--- src/rtl/sar_adc_pkg.sv ---
package sar_adc_pkg;

  typedef enum logic [2:0] {
    ST_OFF,
    ST_EXT,
    ST_INT_WAIT,
    ST_INT_CONV,
    ST_READ
  } seq_state_e;

  localparam int unsigned LEAD_ONES = 3;
  localparam int unsigned SUB_BITS  = 2;

  function automatic int unsigned frame_len(input int unsigned w);
    return LEAD_ONES + 1 + w + SUB_BITS;
  endfunction

  function automatic int unsigned pos_width(input int unsigned w);
    return $clog2(frame_len(w) + 2);
  endfunction

endpackage

--- src/rtl/sar_pin_edge.sv ---
module sar_pin_edge #(
  parameter logic INIT = 1'b0
) (
  input  logic clk,
  input  logic rst,
  input  logic pin_i,
  output logic level_o,
  output logic fall_o
);

  logic s1_q, s2_q;

  always_ff @(posedge clk) begin
    if (rst) begin
      s1_q <= INIT;
      s2_q <= INIT;
    end else begin
      s1_q <= pin_i;
      s2_q <= s1_q;
    end
  end

  assign level_o = s1_q;
  assign fall_o  = s2_q & ~s1_q;

endmodule

--- src/rtl/sar_bit_engine.sv ---
module sar_bit_engine #(
  parameter int unsigned W = 10
) (
  input  logic         clk,
  input  logic         rst,
  input  logic         load_i,
  input  logic [W-1:0] load_val_i,
  input  logic         step_i,
  input  logic         abort_i,
  output logic [W-1:0] result_o,
  output logic         last_o
);

  localparam int unsigned IDXW = (W > 1) ? $clog2(W) : 1;
  localparam logic [IDXW-1:0] TOP_IDX = IDXW'(W - 1);

  logic [W-1:0]    hold_q;
  logic [W-1:0]    res_q;
  logic [W-1:0]    trial;
  logic [IDXW-1:0] idx_q;
  logic            busy_q;

  always_comb begin
    trial = res_q | (W'(1) << idx_q);
  end

  always_ff @(posedge clk) begin
    if (rst || abort_i) begin
      hold_q <= '0;
      res_q  <= '0;
      idx_q  <= '0;
      busy_q <= 1'b0;
    end else if (load_i) begin
      hold_q <= load_val_i;
      res_q  <= '0;
      idx_q  <= TOP_IDX;
      busy_q <= 1'b1;
    end else if (step_i && busy_q) begin
      if (hold_q >= trial) begin
        res_q <= trial;
      end
      if (idx_q == '0) begin
        busy_q <= 1'b0;
      end else begin
        idx_q <= idx_q - 1'b1;
      end
    end
  end

  assign result_o = res_q;
  assign last_o   = step_i & busy_q & (idx_q == '0) & ~abort_i;

  AST_SAR_CONVERGED: assert property (@(posedge clk) disable iff (rst)
    (last_o && !load_i) |=> (res_q == hold_q));

  AST_NO_STEP_IDLE: assert property (@(posedge clk) disable iff (rst)
    (!busy_q && !load_i) |=> $stable(res_q) || $past(abort_i));

endmodule

--- src/rtl/sar_frame_shifter.sv ---
module sar_frame_shifter
  import sar_adc_pkg::*;
#(
  parameter int unsigned W    = 10,
  parameter int unsigned POSW = 5
) (
  input  logic            clk,
  input  logic            rst,
  input  logic            clear_i,
  input  logic            eoc_i,
  input  logic            adv_i,
  input  logic            chid_i,
  input  logic [W-1:0]    data_i,
  output logic            dout_o,
  output logic [POSW-1:0] pos_o
);

  localparam int unsigned FLEN    = frame_len(W);
  localparam int unsigned IDXW    = (W > 1) ? $clog2(W) : 1;
  localparam logic [POSW-1:0] POS_MAX = POSW'(FLEN + 1);
  localparam int unsigned DATA_LO = LEAD_ONES + 2;

  logic [POSW-1:0] pos_q;
  logic [POSW-1:0] pos_nxt;
  logic            dout_q;
  logic            bit_nxt;
  logic [IDXW-1:0] didx;

  always_comb begin
    pos_nxt = (pos_q == POS_MAX) ? pos_q : pos_q + 1'b1;
  end

  always_comb begin
    int unsigned p;
    p       = int'(pos_nxt);
    didx    = '0;
    bit_nxt = 1'b0;
    if (p >= 1 && p <= LEAD_ONES) begin
      bit_nxt = 1'b1;
    end else if (p == LEAD_ONES + 1) begin
      bit_nxt = chid_i;
    end else if (p >= DATA_LO && p < DATA_LO + W) begin
      didx    = IDXW'(W - 1 - (p - DATA_LO));
      bit_nxt = data_i[didx];
    end
  end

  always_ff @(posedge clk) begin
    if (rst || clear_i) begin
      pos_q  <= '0;
      dout_q <= 1'b0;
    end else if (eoc_i) begin
      pos_q  <= POSW'(1);
      dout_q <= 1'b1;
    end else if (adv_i) begin
      pos_q  <= pos_nxt;
      dout_q <= bit_nxt;
    end
  end

  assign dout_o = dout_q;
  assign pos_o  = pos_q;

  AST_POS_BOUND: assert property (@(posedge clk) disable iff (rst)
    pos_q <= POS_MAX);

  AST_TAIL_ZERO: assert property (@(posedge clk) disable iff (rst)
    (adv_i && !clear_i && !eoc_i && pos_q >= POSW'(FLEN)) |=> !dout_q);

endmodule

--- src/rtl/sar_serial_adc_ctrl.sv ---
module sar_serial_adc_ctrl
  import sar_adc_pkg::*;
#(
  parameter int unsigned W           = 10,
  parameter bit          PSEUDO_DIFF = 1'b0
) (
  input  logic         clk,
  input  logic         rst,
  input  logic         cs_n_i,
  input  logic         sclk_i,
  input  logic         osc_tick_i,
  input  logic [W-1:0] ch0_val_i,
  input  logic [W-1:0] ch1_val_i,
  output logic         dout_o,
  output logic         dout_oe_o
);

  localparam int unsigned POSW = pos_width(W);
  localparam logic [POSW-1:0] POS_CAPTURE   = POSW'(1);
  localparam logic [POSW-1:0] POS_FIRST_BIT = POSW'(2);
  localparam logic [POSW-1:0] POS_LAST_BIT  = POSW'(W + 1);

  logic cs_lvl, cs_fall;
  logic sclk_lvl, sclk_fall;
  logic tick_q;

  seq_state_e      state_q;
  logic            oe_q;
  logic            chan_q;
  logic            chid_q;
  logic            chid_src;
  logic [W-1:0]    sel_val;
  logic [POSW-1:0] pos;
  logic [W-1:0]    result;
  logic            live;
  logic            sample;
  logic            step;
  logic            last;
  logic            eoc;
  logic            adv;
  logic            clear;

  sar_pin_edge #(.INIT(1'b1)) u_cs_edge (
    .clk     (clk),
    .rst     (rst),
    .pin_i   (cs_n_i),
    .level_o (cs_lvl),
    .fall_o  (cs_fall)
  );

  sar_pin_edge #(.INIT(1'b0)) u_sclk_edge (
    .clk     (clk),
    .rst     (rst),
    .pin_i   (sclk_i),
    .level_o (sclk_lvl),
    .fall_o  (sclk_fall)
  );

  always_ff @(posedge clk) begin
    if (rst) begin
      tick_q <= 1'b0;
    end else begin
      tick_q <= osc_tick_i;
    end
  end

  generate
    if (PSEUDO_DIFF) begin : g_pdiff
      assign chid_src = 1'b1;
      assign sel_val  = ch0_val_i;
    end else begin : g_dual
      assign chid_src = chan_q;
      assign sel_val  = chan_q ? ch1_val_i : ch0_val_i;
    end
  endgenerate

  always_comb begin
    live   = ~cs_lvl & ~cs_fall;
    sample = live & sclk_fall &
             (((state_q == ST_EXT) && (pos == POS_CAPTURE)) || (state_q == ST_INT_WAIT));
    step   = live & (((state_q == ST_EXT) && sclk_fall &&
                      (pos >= POS_FIRST_BIT) && (pos <= POS_LAST_BIT)) ||
                     ((state_q == ST_INT_CONV) && tick_q));
    eoc    = live & (state_q == ST_INT_CONV) & last;
    adv    = live & sclk_fall & ((state_q == ST_EXT) || (state_q == ST_READ));
    clear  = cs_lvl | cs_fall;
  end

  always_ff @(posedge clk) begin
    if (rst || cs_lvl) begin
      state_q <= ST_OFF;
    end else if (cs_fall) begin
      state_q <= sclk_lvl ? ST_INT_WAIT : ST_EXT;
    end else begin
      case (state_q)
        ST_INT_WAIT: if (sample) state_q <= ST_INT_CONV;
        ST_INT_CONV: if (eoc)    state_q <= ST_READ;
        default:     state_q <= state_q;
      endcase
    end
  end

  always_ff @(posedge clk) begin
    if (rst || cs_lvl) begin
      oe_q <= 1'b0;
    end else if (cs_fall) begin
      oe_q <= 1'b1;
    end
  end

  always_ff @(posedge clk) begin
    if (rst) begin
      chan_q <= 1'b0;
      chid_q <= 1'b0;
    end else if (sample) begin
      chan_q <= ~chan_q;
      chid_q <= chid_src;
    end
  end

  sar_bit_engine #(.W(W)) u_engine (
    .clk        (clk),
    .rst        (rst),
    .load_i     (sample),
    .load_val_i (sel_val),
    .step_i     (step),
    .abort_i    (cs_lvl),
    .result_o   (result),
    .last_o     (last)
  );

  sar_frame_shifter #(.W(W), .POSW(POSW)) u_shifter (
    .clk     (clk),
    .rst     (rst),
    .clear_i (clear),
    .eoc_i   (eoc),
    .adv_i   (adv),
    .chid_i  (chid_q),
    .data_i  (result),
    .dout_o  (dout_o),
    .pos_o   (pos)
  );

  assign dout_oe_o = oe_q;

  AST_HIZ_IN_SHUTDOWN: assert property (@(posedge clk) disable iff (rst)
    cs_lvl |=> (!dout_oe_o && state_q == ST_OFF));

  AST_DOUT_ONLY_ON_FALL: assert property (@(posedge clk) disable iff (rst)
    (!sclk_fall && !cs_fall && !cs_lvl && !eoc) |=> $stable(dout_o));

  AST_CHAN_ALTERNATES: assert property (@(posedge clk) disable iff (rst)
    sample |=> (chan_q != $past(chan_q)));

  AST_EOC_FLAG_HIGH: assert property (@(posedge clk) disable iff (rst)
    eoc |=> (dout_o && dout_oe_o));

  AST_LOW_WHILE_BUSY: assert property (@(posedge clk) disable iff (rst)
    (state_q == ST_INT_CONV) |-> !dout_o);

  AST_CHID_PDIFF: assert property (@(posedge clk) disable iff (rst)
    (PSEUDO_DIFF && sample) |=> chid_q);

endmodule

--- config.mk ---
export PLATFORM = sky130hd
export DESIGN_NAME = sar_serial_adc_ctrl
export DESIGN_NICKNAME = d
export VERILOG_FILES = /design/src/rtl/sar_adc_pkg.sv /design/src/rtl/sar_pin_edge.sv /design/src/rtl/sar_bit_engine.sv /design/src/rtl/sar_frame_shifter.sv /design/src/rtl/sar_serial_adc_ctrl.sv
export SDC_FILE = /design/constraint.sdc
export NUM_CORES = 1
export LEC_CHECK = 0
export CORE_UTILIZATION = 55
export CTS_CLUSTER_SIZE = 25
export DETAILED_ROUTE_END_ITERATION = 8
export PLACE_DENSITY = 0.82
export SLEW_MARGIN = 20
export SYNTH_ARGS = -nofsm -noshare
export SYNTH_HDL_FRONTEND = slang
export SYNTH_SLANG_ARGS = --single-unit
--- constraint.sdc ---
create_clock -name clk -period 5.7 [get_ports clk]
set_input_delay 0.855 -clock clk [delete_from_list [all_inputs] [get_ports clk]]
set_output_delay 0.855 -clock clk [all_outputs]
set_load 0.01 [all_outputs]
* Yosys cells after proc, flatten, opt, wreduce, memory -nomap -nowiden
Cells that the tools add are included.
W data, S select, Z words.
** Operators by class
- Bitwise operators :: 19
- Eq/ne operators :: 10
- Reduce and logical (&&, ||, !) cells :: 25
- Add/subtract/negate cells :: 4
- Shift-type cells :: 1
- Multiplexer cells :: 22
- Order comparisons :: 8
** Operator list (count)
- $and A1 B1 Y1 :: 12
- $mux W4 :: 3
- $mux W1 :: 11
- $ge A10 B10 Y1 :: 1
- $mux W10 :: 1
- $or A10 B10 Y10 :: 1
- $shl A1 B4 Y10 const A :: 1
- $mux W3 :: 3
- $logic_and A1 B1 Y1 :: 8
- $reduce_and A2 Y1 :: 4
- $eq A3 B2 Y1 const B :: 2
- $ne A3 B3 Y1 const B :: 2
- $pmux W3 S2 :: 1
- $reduce_bool A2 Y1 :: 3
- $add A5 B1 Y5 const B :: 1
- $eq A5 B1 Y1 const B :: 1
- $eq A5 B3 Y1 const B :: 1
- $eq A5 B5 Y1 const B :: 1
- $ge A5 B1 Y1 const B :: 1
- $ge A5 B2 Y1 const B :: 1
- $ge A5 B3 Y1 const B :: 1
- $le A5 B2 Y1 const B :: 1
- $le A5 B4 Y1 const B :: 1
- $logic_or A1 B1 Y1 :: 5
- other kinds (17) :: 22
** Word-level totals
- Register bits after elaboration :: 42
- Output and inout port bits :: 2
- Word-level logic and storage cells :: 106
- Bits of input ports :: 25

* Depth between registers and ports, before layout
- Depth after elaboration :: 14
- Mapped depth :: 12
- Gate-level depth less buffers :: 12

* By module
From an unflattened synthesis, not the netlist that was laid out.
** Second synthesis, totals
- Cells, all modules :: 305
- Area, all modules :: 2711.4 µm²
** Modules (own cells, without submodules)
- sar_bit_engine :: sequential area each 500.5 µm², cells an instance 154, area each 1390.1 µm², times used 1
- sar_frame_shifter :: sequential area each 120.1 µm², cells an instance 85, area each 656.9 µm², times used 1
- sar_serial_adc_ctrl :: sequential area each 140.1 µm², cells an instance 56, area each 541.8 µm², times used 1
- sar_pin_edge :: sequential area each 40.0 µm², cells an instance 5, area each 61.3 µm², times used 2

* Least setup slack after synthesis
OpenSTA, ideal clock, no wires.
- Kind :: flip-flop to flip-flop
- From :: register u_shifter.pos_q[1], in the netlist u_shifter.pos_o[1]
- To :: register u_shifter.dout_q, in the netlist u_shifter.dout_o
- Setup slack :: 3.193 ns
- Period minus slack after synthesis :: 2.507 ns
- Buffers on the path :: 0
- Required time :: 5.543 ns
- Library setup time :: 0.157 ns
- Stages on the path, launching flop included :: 10
- Data arrival time :: 2.349 ns
- Cells stage by stage :: dfxtp_1 -> inv_1 -> ha_1 -> and4bb_1 -> xnor2_1 -> ha_1 -> mux4_2 -> nor2b_1 -> o2111ai_1 -> a31oi_1
** On the way
- Longest elaborated chain between the ends :: 11
- Elaborated cells on any way between the ends :: 30
- Those cells by class :: add/sub: 3; order compare: 6; eq/ne: 2; mux: 8; bitwise: 5; reduce/logical: 6
** RTL lines
- start: declaration :: RTL line sar_frame_shifter.sv:23 : logic [POSW-1:0] pos_q;
- start signal: assignment :: RTL line sar_frame_shifter.sv:56 : pos_q <= pos_nxt;
- $add A5 B1 Y5 or $eq A5 B5 Y1 (tied branches) :: RTL line sar_frame_shifter.sv:30 : pos_nxt = (pos_q == POS_MAX) ? pos_q : pos_q + 1'b1;
- $mux W5 :: RTL line sar_frame_shifter.sv:30
- $sub A4 B3 Y4 :: RTL line sar_frame_shifter.sv:43 : didx = IDXW'(W - 1 - (p - DATA_LO));
- $sub A4 B4 Y4 :: RTL line sar_frame_shifter.sv:43
- $bmux W1 S4 :: RTL line sar_frame_shifter.sv:44 : bit_nxt = data_i[didx];
- $mux W1 (not written as such) :: RTL line sar_frame_shifter.sv:44
- $mux W1 :: RTL line sar_frame_shifter.sv:42 : end else if (p >= DATA_LO && p < DATA_LO + W) begin
- $mux W1 :: RTL line sar_frame_shifter.sv:40 : end else if (p == LEAD_ONES + 1) begin
- $mux W1 :: RTL line sar_frame_shifter.sv:38 : if (p >= 1 && p <= LEAD_ONES) begin
- $mux W1 :: RTL line sar_frame_shifter.sv:55 : end else if (adv_i) begin
- $mux W1 :: RTL line sar_frame_shifter.sv:52 : end else if (eoc_i) begin
- end signal: assignment :: RTL line sar_frame_shifter.sv:57 : dout_q <= bit_nxt;
- end: declaration :: RTL line sar_frame_shifter.sv:25 : logic dout_q;
Parallel ways exist; a longest one is shown, timed or not. The select of a mux whose other input is x is not followed.
A chain may end at the register's enable or synchronous reset.

* Final worst setup path
- From :: register u_shifter.pos_q[0], in the netlist u_shifter.pos_o[0]
- To :: register u_engine.res_q[3], in the netlist u_engine.result_o[3]
** On the way
- Longest elaborated chain between the ends :: 7
- Elaborated cells on any way between the ends :: 13
- Those cells by class :: order compare: 2; eq/ne: 1; bitwise: 2; reduce/logical: 8
** RTL lines
- $ge A5 B2 Y1 :: RTL line sar_serial_adc_ctrl.sv:82 : (pos >= POS_FIRST_BIT) && (pos <= POS_LAST_BIT)) ||
- $logic_and A1 B1 Y1 :: RTL line sar_serial_adc_ctrl.sv:81 : step = live & (((state_q == ST_EXT) && sclk_fall &&
- $logic_and A1 B1 Y1 :: RTL line sar_serial_adc_ctrl.sv:82
- $logic_or A1 B1 Y1 :: RTL line sar_serial_adc_ctrl.sv:82
- $and A1 B1 Y1 :: RTL line sar_serial_adc_ctrl.sv:81
- $logic_and A1 B1 Y1 :: RTL line sar_bit_engine.sv:38 : end else if (step_i && busy_q) begin
- $reduce_and A2 Y1 (no source line)
- end signal: assignment :: RTL line sar_bit_engine.sv:40 : res_q <= trial;
- end: declaration :: RTL line sar_bit_engine.sv:18 : logic [W-1:0] res_q;
Parallel ways exist; a longest one is shown, timed or not.

==> run summary <==
The area growth from synthesis to layout is 15.3%. The hold violation total from the final report came out at 0. The startpoint identified for the worst register-to-register timing path is u_shifter.pos_o[0]. The count of warnings emitted by yosys came out at 0. The sum of negative setup slack is 0 ps.

The number of global-route vias before repair is 1943. The terminus of the critical flop-to-flop path is u_engine.result_o[3]. The timing-limited maximum frequency came out at 304 MHz. The H-tree was split into 2 levels.

The largest clock skew in the final design came out at 8.00 ps. The total nets after synthesis is 339. The average instance in the mapped netlist occupies 8.60 µm². The run finished, with violations left.

Along the worst hold path, the cell count comes to 2. The global-route wire length before repair came out at 8710 µm. The time the worst path needs with I/O delays and setup came out at 3290 ps. The sequential cell area fraction in the yosys report is 33.6%. The slew at the pin closest to its max-slew limit came out at 980 ps. The final HPWL from detailed placement is between 3000 and 4000 µm. The core outline area came out at 4350 µm².

At the worst endpoint, the arrival time is about 3500 ps. The type of the worst setup path is reg -> reg. The hold buffer count at CTS is 0. The required arrival time at the worst endpoint is 5860 ps. Setup repair after global routing left no endpoint under its margin.

The total wirelength of the detailed-routed design is 4880 µm. In the final design database the tool counted 360 nets. The top cell types in the final layout, fill and taps aside, are sky130_fd_sc_hd__dfxtp_1, sky130_fd_sc_hd__nor2_1, sky130_fd_sc_hd__clkdlybuf4s50_1, sky130_fd_sc_hd__ha_1.

The number of synthesized flops with an enable pin is 0. The clock-pin slew reported for the worst setup and hold paths after clock tree synthesis is 80 ps. TritonCTS built the clock tree. Once placement completed, the tool counted placed cells totaling approximately 360. Leaving out fill and tap cells, the most frequent cell in the layout is sky130_fd_sc_hd__dfxtp_1.

The largest individual stage delay along the critical path comes from the cell sky130_fd_sc_hd__a211oi_4. In this run the most critical hold path is launched from dout_oe_o. In this run the core area contains 24 standard-cell rows. OpenSTA, run right after detailed placement, puts the worst setup slack at 2400 ps. For this run, the total global-route usage over all layers was measured as between 20 and 25%. The worst setup path is launched from a register. The post-CTS setup-driven buffer insertion count came out at 0.

The maximum cell stage delay along the critical path came out at 850 ps. For the worst flop-to-flop path, the logic depth is 6. The dominant delay contributor by cell family on the critical path is compound AO/OA/AOI/OAI gates.

The average wire per standard cell is 13.4 µm. The number of unique standard cell types used by synthesis is 49. The final count of pins violating max slew came out at 0.

The vertical die dimension is 69.4 µm. Dividing the final minimum period by the clock period gives roughly 58%. The detailed-router iteration count before antenna repair came out at 6. The number of storage elements in the synthesis netlist came out at 42. The via count is 2113. The critical path goes through ha_1, or4b_4, a211oi_4, nor2_2, o2111ai_2, o21ai_0. On the final layout, the worst hold slack is 477 ps.

The die outline width came out at 69.4 µm. The remaining global-route overflow is 0. The leakage component of the power is 0.995 nW. The maximum buffer depth of the clock tree is 2. The core occupancy in the finished layout came out at 66.2%. The number of buffers created by CTS came out at 5.

The power per cell area is 194 nW/µm². The final non-filler cell total came out at 365. The number of top-level pins is 27. The ratio of cells with drive above 1 in the final layout came out at ~5.8%.

The source-to-sink clock delay at the later pin of the worst-skew pair came out at 300 ps. The global placement routability congestion came out at just under 0.9. Setup violations remaining at the end of the flow were counted as 0. In the synthesized netlist the dominant register cell turns out to be sky130_fd_sc_hd__dfxtp_1.

The number of maximum-capacitance constraint violations is 0. The worst setup path is captured at a register. The largest net degree at the start of global routing came out at 26. The checks that failed: design-rule violations. Setup slack on the critical path of the routed design comes to roughly 2400 ps. The DRC violation total after the first TritonRoute iteration is around 150.

0 antenna diodes ended up in the layout. The number of instances in the synthesized netlist came out at 291. The filler cell count in the final layout is 366.

The largest driver fanout on the critical path came out at 25. The maximum vdd drop is 0.148 mV. The cell sitting at the root of the clock tree is a sky130_fd_sc_hd__clkbuf_8. The number of gates resized after CTS was 0. Headroom to the max-slew limit came out at around a third. The initial antenna violation count came to 0.

The clock net in this run drives a total of 42 sinks. The path with the worst hold slack has its endpoint at dout_oe_o. During placement, the flow inserted port buffers numbering 26.

The proportion of synthesized flip-flops having asynchronous set or reset is 0%. The count of nets left with antenna violations once routing finished came out at 0. The first element of the critical path is u_shifter.pos_o[0]. The total DRC errors in the routed layout is 1. The critical path contains buffers and inverters numbering 0 combined.

The die area came out at 4820 µm². In this run the worst hold path is classified as reg -> reg. Setup slack on the worst reg-to-reg path comes out at around 2400 ps.

The starting density of the core is 57.4%. The number of vias per cell after detailed routing came out at 5.79. The cell area after synthesis came out at 2500 µm².
## power breakdown
| part | internal [W] | switching, W | total, W | leakage, nW |
|---|---|---|---|---|
| clock | 0.000130 | 0.000107 | 0.000237 | 0.0504 |
| sequential | 0.000295 | 0.00000157 | 0.000297 | 0.340 |
| combinational | 0.0000181 | 0.00000800 | 0.0000261 | 0.606 |
## metal layers
metal / track usage [%] / part of all wire (%)
met1: 30.5 / 49
met2: 32.9 / 45
met3: 5.52 / 3.8
met4: 9.75 / 2.0
met5: 0 / 0
## sequential cells by signal, indices dropped and copies added (netlist names), 3 cells and up
name	cells
u_shifter.pos_o	5
u_engine.idx_q	4
state_q	3
u_engine.result_o	10
u_engine.hold_q	10
## cells in the mapped netlist (3+ instances only)
| cell | instances | area share (%) |
|---|---|---|
| sky130_fd_sc_hd__a211oi_1 | 11 | 3.3 |
| sky130_fd_sc_hd__a21o_1 | 4 | 1.2 |
| sky130_fd_sc_hd__a21oi_1 | 19 | 3.8 |
| sky130_fd_sc_hd__buf_2 | 3 | 0.60 |
| sky130_fd_sc_hd__clkbuf_1 | 8 | 1.2 |
| sky130_fd_sc_hd__dfxtp_1 | 42 | 34 |
| sky130_fd_sc_hd__ha_1 | 23 | 12 |
| sky130_fd_sc_hd__inv_1 | 12 | 1.8 |
| sky130_fd_sc_hd__mux2i_1 | 16 | 6.4 |
| sky130_fd_sc_hd__nand2_1 | 19 | 2.9 |
| sky130_fd_sc_hd__nand2b_1 | 6 | 1.5 |
| sky130_fd_sc_hd__nand3_1 | 13 | 2.6 |
| sky130_fd_sc_hd__nor2_1 | 36 | 5.4 |
| sky130_fd_sc_hd__nor2b_1 | 6 | 1.5 |
| sky130_fd_sc_hd__nor3_1 | 6 | 1.2 |
| sky130_fd_sc_hd__o21a_1 | 3 | 0.90 |
| sky130_fd_sc_hd__o21ai_0 | 19 | 3.8 |
| sky130_fd_sc_hd__o31ai_1 | 3 | 0.90 |
| sky130_fd_sc_hd__xnor2_1 | 6 | 2.1 |
## cell type report
cell class	instances	area (µm²)	share of cell area (%)
Multi-Input combinational cell	225	1560	54.1
Sequential cell	42	841	29.2
Timing Repair Buffer	26	260	9.02
Clock buffer	5	68.8	2.39
Tap cell	52	65.1	2.26
Clock inverter	3	45.0	1.56
Inverter	12	45.0	1.56
## metrics by stage
stage / area, µm² / total power [W]
6_report: 2880 / 0.000560
5_1_grt: 2880 / 0.000581
4_1_cts: 2880 / 0.000564
3_5_place_dp: 2770 / 0.000330
3_3_place_gp: 2770 / 0.000330
2_1_floorplan: 2500 / 0.000312
## worst reg2reg max path: stages, from the launching register on
cell	delay [ps]
sky130_fd_sc_hd__dfxtp_1	700
sky130_fd_sc_hd__ha_1	300
sky130_fd_sc_hd__or4b_4	490
sky130_fd_sc_hd__a211oi_4	850
sky130_fd_sc_hd__nor2_2	350
sky130_fd_sc_hd__o2111ai_2	300
sky130_fd_sc_hd__o21ai_0	170
## how the worst max path moves through the flow
stage                                 to  depth (start not counted)
global placement    u_engine.result_o[7]                          6
floorplan               u_shifter.dout_o                          9
CTS                 u_engine.result_o[3]                          6
finish              u_engine.result_o[3]                          6
detailed placement  u_engine.result_o[3]                          6
global route        u_engine.result_o[3]                          6
## kinds of logic after synthesis
kind of cell | Yosys count | share of synthesized area [%]
muxes | 18 | 7.75
buffers and inverters | 24 | 4.05
xor gates and xnor gates | 7 | 2.45
adders and majority gates | 23 | 11.5
DFF | 42 | 33.6
and+or+nand+nor | 104 | 21.6
AOI/OAI and AO/OA | 73 | 19.1
No activity file was read; power rests on OpenSTA's default activity.
